<file path="src/rtl/cnt_pkg.sv">
package cnt_pkg;

  typedef enum logic [1:0] {
    OP_HOLD = 2'd0,
    OP_LOAD = 2'd1,
    OP_INC  = 2'd2,
    OP_DEC  = 2'd3
  } cnt_op_e;

endpackage

</file>
<file path="src/rtl/cnt_rst_sync.sv">
module cnt_rst_sync #(
  parameter int STAGES = 2
) (
  input  logic clk,
  input  logic rst_n_in,
  output logic rst_n_out
);

  logic [STAGES-1:0] sync_q;
  logic [STAGES-1:0] sync_d;

  always_comb begin
    sync_d = {sync_q[STAGES-2:0], 1'b1};
  end

  always_ff @(posedge clk or negedge rst_n_in) begin
    if (!rst_n_in) sync_q <= '0;
    else           sync_q <= sync_d;
  end

  assign rst_n_out = sync_q[STAGES-1];

endmodule

</file>
<file path="src/rtl/cnt_op_decode.sv">
module cnt_op_decode
  import cnt_pkg::*;
(
  input  logic    load_n,
  input  logic    en_p_n,
  input  logic    en_t_n,
  input  logic    up,
  output cnt_op_e op
);

  always_comb begin
    if (!load_n)                 op = OP_LOAD;
    else if (!en_p_n && !en_t_n) op = up ? OP_INC : OP_DEC;
    else                         op = OP_HOLD;
  end

endmodule

</file>
<file path="src/rtl/cnt_stage.sv">
module cnt_stage
  import cnt_pkg::*;
#(
  parameter int W = 4
) (
  input  logic         clk,
  input  logic         rst_n,
  input  logic         load_n,
  input  logic         en_p_n,
  input  logic         en_t_n,
  input  logic         up,
  input  logic [W-1:0] d,
  output logic [W-1:0] q,
  output logic         carry_n
);

  localparam logic [W-1:0] TOP_VAL = {W{1'b1}};
  localparam logic [W-1:0] BOT_VAL = '0;

  cnt_op_e      op;
  logic [W-1:0] cnt_q;
  logic [W-1:0] cnt_d;
  logic         cnt_ce;
  logic         at_term;

  cnt_op_decode u_dec (
    .load_n (load_n),
    .en_p_n (en_p_n),
    .en_t_n (en_t_n),
    .up     (up),
    .op     (op)
  );

  // next-state
  always_comb begin
    cnt_ce = 1'b1;
    unique case (op)
      OP_LOAD: cnt_d = d;
      OP_INC:  cnt_d = cnt_q + W'(1);
      OP_DEC:  cnt_d = cnt_q - W'(1);
      default: begin
        cnt_d  = cnt_q;
        cnt_ce = 1'b0;
      end
    endcase
  end

  // register
  always_ff @(posedge clk or negedge rst_n) begin
    if (!rst_n)      cnt_q <= '0;
    else if (cnt_ce) cnt_q <= cnt_d;
  end

  // terminal-count carry, direction taken live
  always_comb begin
    at_term = up ? (cnt_q == TOP_VAL) : (cnt_q == BOT_VAL);
    carry_n = ~(at_term & ~en_t_n);
  end

  assign q = cnt_q;

  a_r1_load: assert property (@(posedge clk) disable iff (!rst_n)
    !load_n |=> q == $past(d));
  a_r2_inc: assert property (@(posedge clk) disable iff (!rst_n)
    (load_n && !en_p_n && !en_t_n && up) |=> q == $past(q) + W'(1));
  a_r3_dec: assert property (@(posedge clk) disable iff (!rst_n)
    (load_n && !en_p_n && !en_t_n && !up) |=> q == $past(q) - W'(1));
  a_r4_hold: assert property (@(posedge clk) disable iff (!rst_n)
    (load_n && (en_p_n || en_t_n)) |=> $stable(q));
  a_r5_carry_gate: assert property (@(posedge clk) disable iff (!rst_n)
    !carry_n |-> (!en_t_n && (q == TOP_VAL || q == BOT_VAL)));

endmodule

</file>
<file path="src/rtl/updn_count_chain.sv">
module updn_count_chain #(
  parameter int SLICE_W = 4,
  parameter int NSLICE  = 3
) (
  input  logic                      clk,
  input  logic                      rst_n,
  input  logic                      load_n,
  input  logic                      en_p_n,
  input  logic                      en_t_n,
  input  logic                      up,
  input  logic [NSLICE*SLICE_W-1:0] d,
  output logic [NSLICE*SLICE_W-1:0] q,
  output logic                      carry_n
);

  localparam int TOTAL_W = NSLICE * SLICE_W;

  logic              rst_sync_n;
  logic [NSLICE:0]   t_chain;
  logic [TOTAL_W-1:0] q_all;

  cnt_rst_sync #(.STAGES(2)) u_rst (
    .clk       (clk),
    .rst_n_in  (rst_n),
    .rst_n_out (rst_sync_n)
  );

  assign t_chain[0] = en_t_n;

  for (genvar i = 0; i < NSLICE; i++) begin : g_slice
    cnt_stage #(.W(SLICE_W)) u_stage (
      .clk     (clk),
      .rst_n   (rst_sync_n),
      .load_n  (load_n),
      .en_p_n  (en_p_n),
      .en_t_n  (t_chain[i]),
      .up      (up),
      .d       (d[i*SLICE_W +: SLICE_W]),
      .q       (q_all[i*SLICE_W +: SLICE_W]),
      .carry_n (t_chain[i+1])
    );

    if (i > 0) begin : g_link
      a_r6_upper_waits: assert property (@(posedge clk) disable iff (!rst_sync_n)
        (load_n && t_chain[i]) |=> $stable(q_all[i*SLICE_W +: SLICE_W]));
    end
  end

  assign q       = q_all;
  assign carry_n = t_chain[NSLICE];

  a_r7_reset_clear: assert property (@(posedge clk)
    !rst_sync_n |-> q_all == '0);

endmodule

</file>
<file path="config.mk">
export PLATFORM = sky130hd
export DESIGN_NAME = updn_count_chain
export DESIGN_NICKNAME = d
export VERILOG_FILES = /design/src/rtl/cnt_pkg.sv /design/src/rtl/cnt_rst_sync.sv /design/src/rtl/cnt_op_decode.sv /design/src/rtl/cnt_stage.sv /design/src/rtl/updn_count_chain.sv
export SDC_FILE = /design/constraint.sdc
export NUM_CORES = 1
export LEC_CHECK = 0
export BUFFER_PORTS_ARGS = -buffer_cell sky130_fd_sc_hd__buf_2
export CORE_MARGIN = 8
export CORE_UTILIZATION = 30
export CTS_CLUSTER_SIZE = 24
export DETAILED_ROUTE_END_ITERATION = 7
export GPL_ROUTABILITY_DRIVEN = 1
export RECOVER_POWER = 100
export SLEW_MARGIN = 20
export SYNTH_ARGS = -nofsm -noshare
export SYNTH_HDL_FRONTEND = slang
export SYNTH_SLANG_ARGS = --single-unit
</file>
<file path="constraint.sdc">
create_clock -name clk -period 2.2 [get_ports clk]
set_clock_uncertainty 0.1 [all_clocks]
set_input_delay 0.11 -clock clk [delete_from_list [all_inputs] [get_ports clk]]
set_output_delay 0.11 -clock clk [all_outputs]
set_load 0.1 [all_outputs]
</file>
# --- Yosys cells after proc, flatten, opt, wreduce, memory -nomap -nowiden ---
# Cells that the tools add are included.
word_totals:
  wordCells: 60
  output_inout_bits: 13
  reg_bits: 14
  input_bits: 18
classes:
  muxes: 16
  add_sub_neg: 6
  bitwise_logic: 5
  n_reduce_logical: 17
  eq_ne: 12
op_table:
  columns: ["operator", "count"]
  rows:
  - ["case mux 4 bit (3 select lines)", 3]
  - ["adder 4 x 1 -> 4 bit (second input constant)", 3]
  - ["equality test 2 bit (second input constant)", 6]
  - ["equality test 4 bit (second input constant)", 3]
  - ["zero test 4 bit", 3]
  - ["2-to-1 mux 2 bit", 6]
  - ["subtractor 4 x 1 -> 4 bit (second input constant)", 3]
  - ["nonzero test 3 bit", 3]
  - ["OR reduction 3 bit", 3]
  - ["2-to-1 mux 1 bit", 7]
  - ["equality test 2 x 1 -> 1 bit (second input constant)", 3]
  - ["AND reduction 2 bit", 3]
  - ["AND 1 bit", 3]
  - ["logical AND 1 bit", 3]
  - ["zero test 1 bit", 2]
  - ["NOT 1 bit", 2]

# --- Longest topological paths before layout ---
depth:
  word_depth: 11
  mapped_depth: 14
  depth_no_buf: 13

# --- By module ---
# From an unflattened synthesis, not the netlist that was laid out.
unflattened:
  cells_unflattened: 111
  hier_area_um2: 1048.5
modules_own_cells:
  columns: ["mod", "area_each_um2", "cells_each", "seq_area_each_um2", "n_inst"]
  rows:
  - ["cnt_stage", 311.5, 34, 100.1, 3]
  - ["cnt_op_decode", 20.0, 2, 0.0, 3]
  - ["cnt_rst_sync", 53.8, 3, 50.0, 1]

# --- Least setup slack after synthesis ---
# Ideal clock, no wire load.
synth_timing:
  path_kind: "reg2reg"
  startpoint: "reg g_slice[0].u_stage.cnt_q[0]"
  endpoint: "reg g_slice[2].u_stage.cnt_q[3]"
  setup_time_ns: 0.143
  stages_incl_launch_ff: 12
  required_ns: 1.957
  path_buffers: 0
  path_slack_ns: -0.877
  period_less_slack_ns: 3.077
  t_arrival_ns: 2.834
  path_cell_list: "dfrtp_1 -> and4_1 -> mux2i_2 -> nor3_4 -> nand2_1 -> inv_1 -> ha_1 -> a21o_1 -> a21oi_1 -> xor2_1 -> a31oi_1 -> o221ai_1"
synth_via:
  elab_chain_cells: 11
  elab_cells_between_ends: 16
  cone_classes: "4 x eq/ne; 5 x mux; 2 x bitwise; 5 x reduce/logical"
synth_rtl:
  columns: ["item", "line", "source"]
  rows:
  - ["from (decl)", "cnt_stage.sv:21", "logic [W-1:0] cnt_q;"]
  - ["from (signal assigned)", "cnt_stage.sv:51", "else if (cnt_ce) cnt_q <= cnt_d;"]
  - ["equality test 4 bit or zero test 4 bit (tied branches)", "cnt_stage.sv:56", "at_term = up ? (cnt_q == TOP_VAL) : (cnt_q == BOT_VAL);"]
  - ["2-to-1 mux 1 bit *", "cnt_stage.sv:56", null]
  - ["AND 1 bit * (2 in series)", "cnt_stage.sv:57", "carry_n = ~(at_term & ~en_t_n);"]
  - ["logical AND 1 bit *", "cnt_op_decode.sv:13", "else if (!en_p_n && !en_t_n) op = up ? OP_INC : OP_DEC;"]
  - ["2-to-1 mux 2 bit *", "cnt_op_decode.sv:13", null]
  - ["2-to-1 mux 2 bit *", "cnt_op_decode.sv:12", "if (!load_n) op = OP_LOAD;"]
  - ["equality test 2 x 1 -> 1 bit or equality test 2 bit (tied branches)", "cnt_stage.sv:37", "unique case (op)"]
  - ["OR reduction 3 bit (no source line)", null, null]
  - ["2-to-1 mux 1 bit", "cnt_stage.sv:37", null]
  - ["AND reduction 2 bit (no source line)", null, null]
  - ["to (signal assigned)", "cnt_stage.sv:51", null]
  - ["to (decl)", "cnt_stage.sv:21", null]
# Every way passes the cells marked *; elsewhere a longest branch is shown, timed or not.
# A chain may end at the register's enable or synchronous reset.

# --- Final worst setup path ---
layout_timing:
  startpoint: "reg g_slice[1].u_stage.cnt_q[0]"
  endpoint: "reg g_slice[2].u_stage.cnt_q[3]"
layout_via:
  elab_chain_cells: 10
  elab_cells_between_ends: 15
  cone_classes: "4 x eq/ne; 5 x mux; 1 x bitwise; 5 x reduce/logical"
layout_rtl:
  columns: ["item", "line"]
  rows:
  - ["from (decl)", "cnt_stage.sv:21"]
  - ["from (signal assigned)", "cnt_stage.sv:51"]
  - ["equality test 4 bit or zero test 4 bit (tied branches)", "cnt_stage.sv:56"]
  - ["2-to-1 mux 1 bit *", "cnt_stage.sv:56"]
  - ["AND 1 bit *", "cnt_stage.sv:57"]
  - ["logical AND 1 bit *", "cnt_op_decode.sv:13"]
  - ["2-to-1 mux 2 bit *", "cnt_op_decode.sv:13"]
  - ["2-to-1 mux 2 bit *", "cnt_op_decode.sv:12"]
  - ["equality test 2 x 1 -> 1 bit or equality test 2 bit (tied branches)", "cnt_stage.sv:37"]
  - ["OR reduction 3 bit (no source line)", null]
  - ["2-to-1 mux 1 bit", "cnt_stage.sv:37"]
  - ["AND reduction 2 bit (no source line)", null]
# Marked as above.

==> flow_metrics.env <==
export IMPL_post_dp_hpwl_um=2310
export IMPL_worst_pin_slew_ns=1.18
export IMPL_drive_above_1_share=0.468
export IMPL_setup_slack_ns=-0.235
export IMPL_grt_max_degree=24
export IMPL_violations="setup timing"
export IMPL_switching_share=0.442
export IMPL_via_per_inst=4.55
export IMPL_hold_path_class="in2reg"
export IMPL_cts_buffers=3
export IMPL_tritoncts="yes"
export IMPL_htreeDepth=1
export IMPL_period_needed_ns=2.43
export IMPL_place_ws_ns=-0.342
export IMPL_postSynthCellCount=112
export IMPL_dieArea_um2=5800
export IMPL_p_leak_nw=0.843
export IMPL_synth_seq_area_share=0.323
export IMPL_required_ns=2.25
export IMPL_grt_pass1_wl_um=5180
export IMPL_drt_pass1_iterations=4
export IMPL_die_h_um=76.2
export IMPL_ioPinCount=31
export IMPL_p_seq_frac=0.329
export IMPL_crit_type="reg2reg"
export IMPL_grtUsageTotal=0.105
export IMPL_finalPower_w=0.00100
export IMPL_grt_ovfl_total=0
export IMPL_clkTransAtPathRegs_ns=0.10
export IMPL_vias=1064
export IMPL_ys_seq_elements=14
export IMPL_antenna_left=0
export IMPL_antenna_cells=0
export IMPL_clock_path_buffers=2
export IMPL_finalWeightedCongestion=0.778
export IMPL_clockPowerShare=0.190
export IMPL_rsz0062_at_grt="true"
export IMPL_syn_cell_area_um2=1090
export IMPL_timing_final_crit_share=1.11
export IMPL_intPower_w=0.000561
export IMPL_routed_wirelength_um=2980
export IMPL_io_buffers=30
export IMPL_path_max_fanout=2
export IMPL_synth_distinct_cells=34
export IMPL_final_common_cell="buf_4"
export IMPL_syn_avg_cell_area_um2=9.70
export IMPL_async_reset_ff_frac=1.00
export IMPL_setup_viol=6
export IMPL_slew_headroom=0.217
export IMPL_grt_pass1_vias=1164
export IMPL_wire_per_inst_um=12.7
export IMPL_synth_nets=139
export IMPL_ir_worst_vdd_mv=0.430
export IMPL_cts_root_buffer="clkbuf_4"
export IMPL_outcome="complete, but fails checks"
export IMPL_ys_warn_count=0
export IMPL_die_w_um=76.2
export IMPL_synth_edf_count=0
export IMPL_layout_area_overhead_vs_synth_pct=65.6
export IMPL_drc=0
export IMPL_cts_sinks=14
export IMPL_maxSlewViolCount=0
export IMPL_max_freq_mhz=411
export IMPL_rrSetupSlack_ns=-0.23
export IMPL_pwr_share_comb=0.481
export IMPL_nNetsFinal=214
export IMPL_hold_viol_final=0
export IMPL_initial_utilization=0.303
export IMPL_crit_path_end_kind="flip-flop"
export IMPL_rows=22
export IMPL_power_density_nw_per_um2=559
export IMPL_cp_arrival_ns=2.49
export IMPL_final_cell_mix="27 x buf_4, 17 x buf_2, 12 x nor2_1, 12 x dlygate4sd3_1, 11 x clkbuf_1"
export IMPL_core_region_area_um2=3580
export IMPL_antenna_found_initial=0
export IMPL_drt_iter0_drc=24
export IMPL_start_kind="flip-flop"
export IMPL_synth_flop_cell="dfrtp_1"
export IMPL_maxCapViolCount=0
export IMPL_power_switching_w=0.000444
export IMPL_worst_skew_pair_late_latency_ns=0.28
[area by class of cell]
type                            count  area [um^2]
Clock buffer                        4         36.3
Sequential cell                    14          373
Timing Repair Buffer               73          507
Fill cell                         349         1780
Multi-Input combinational cell     84          776
Inverter                           11         46.3
Tap cell                           48         60.1
[what timing repair did]
action	4_1_cts	5_1_grt
buffers inserted	3	2
setup endpoints to repair	6	8
endpoints found under the hold margin	13	0
hold buffers	12	0
pin swaps	11	7
gates resized for setup	15	6
[routing by layer]
layer / GRT usage / part of all wire / up-vias
met2: 0.191 / 0.51 / 17
met3: 0.0189 / 0.017 / 2
met1: 0.122 / 0.46 / 506
met5: 0 / 0 / -
met4: 0.0250 / 0.0071 / 0
li1: - / - / 539
[cell families after synthesis]
kind of cell | Yosys count | synth area share
compound gates | 23 | 0.143
xor+xnor | 9 | 0.0726
fa+ha+maj | 9 | 0.124
buf+inv | 14 | 0.0518
flops | 14 | 0.323
mux | 10 | 0.100
other cells | 1 | 0.00345
simple gates | 32 | 0.182
[critical path, stage by stage (launching register included)]
cell	delay, ns
dfrtp_4	0.50
nor4_4	0.31
o2bb2a_4	0.19
nor3_4	0.21
nand2_4	0.08
inv_4	0.07
ha_4	0.18
a21o_1	0.16
a21oi_2	0.14
xor2_1	0.09
a31oi_1	0.14
o221ai_1	0.13
[sequential cells by signal, indices dropped and copies added, names as in the netlist]
register           cells
u_rst.sync_q           2
g_slice.u_stage.q     12
[worst paths after layout]
check,cells after the start,end,start
setup / recovery,11,g_slice[2].u_stage.q[3],g_slice[1].u_stage.q[0]
hold / removal,3,g_slice[2].u_stage.q[3],d[11]
setup reg to reg,11,g_slice[2].u_stage.q[3],g_slice[1].u_stage.q[0]
hold reg to reg,0,g_slice[1].u_stage.q[0],u_rst.sync_q[1]
max in group asynchronous,0,g_slice[0].u_stage.q[1],u_rst.sync_q[1]
min in group asynchronous,2,u_rst.sync_q[0],rst_n
[metrics by stage]
step | utilization | TNS (ns) | instance area [um^2] | hold slack, ns | std cells
finish | 0.502 | -1.03 | 1800 | 0.0241 | 234
global route | 0.502 | -1.65 | 1800 | 0.0316 | 234
CTS | 0.497 | -0.826 | 1780 | 0.0215 | 232
detailed placement | 0.426 | -1.17 | 1520 | -0.201 | 214
global placement | 0.426 | -0.809 | 1520 | -0.205 | 214
floorplan | - | -1.60 | 1120 | -0.286 | 112
[synthesized netlist by cell type (3+ instances only)]
library cell | n | area share
ha_1 | 6 | 0.069
nand2_1 | 6 | 0.021
a21oi_1 | 11 | 0.051
nand3_1 | 3 | 0.014
nor2_1 | 12 | 0.041
a21o_1 | 3 | 0.021
fa_1 | 3 | 0.055
mux2i_1 | 5 | 0.046
dfrtp_1 | 14 | 0.32
xnor2_1 | 8 | 0.065
inv_1 | 11 | 0.038
a31oi_1 | 3 | 0.017
mux2_2 | 3 | 0.031
[power groups by stage]
stage,clock network (W),registers (W),logic (W)
after floorplan,0,0.000517,0.000136
after global placement,0,0.000332,0.000438
after detailed placement,0,0.000335,0.000447
after CTS,0.000196,0.000330,0.000487
after global routing,0.000209,0.000336,0.000517
final,0.000191,0.000330,0.000484
Power figures use the tool's default switching activity.
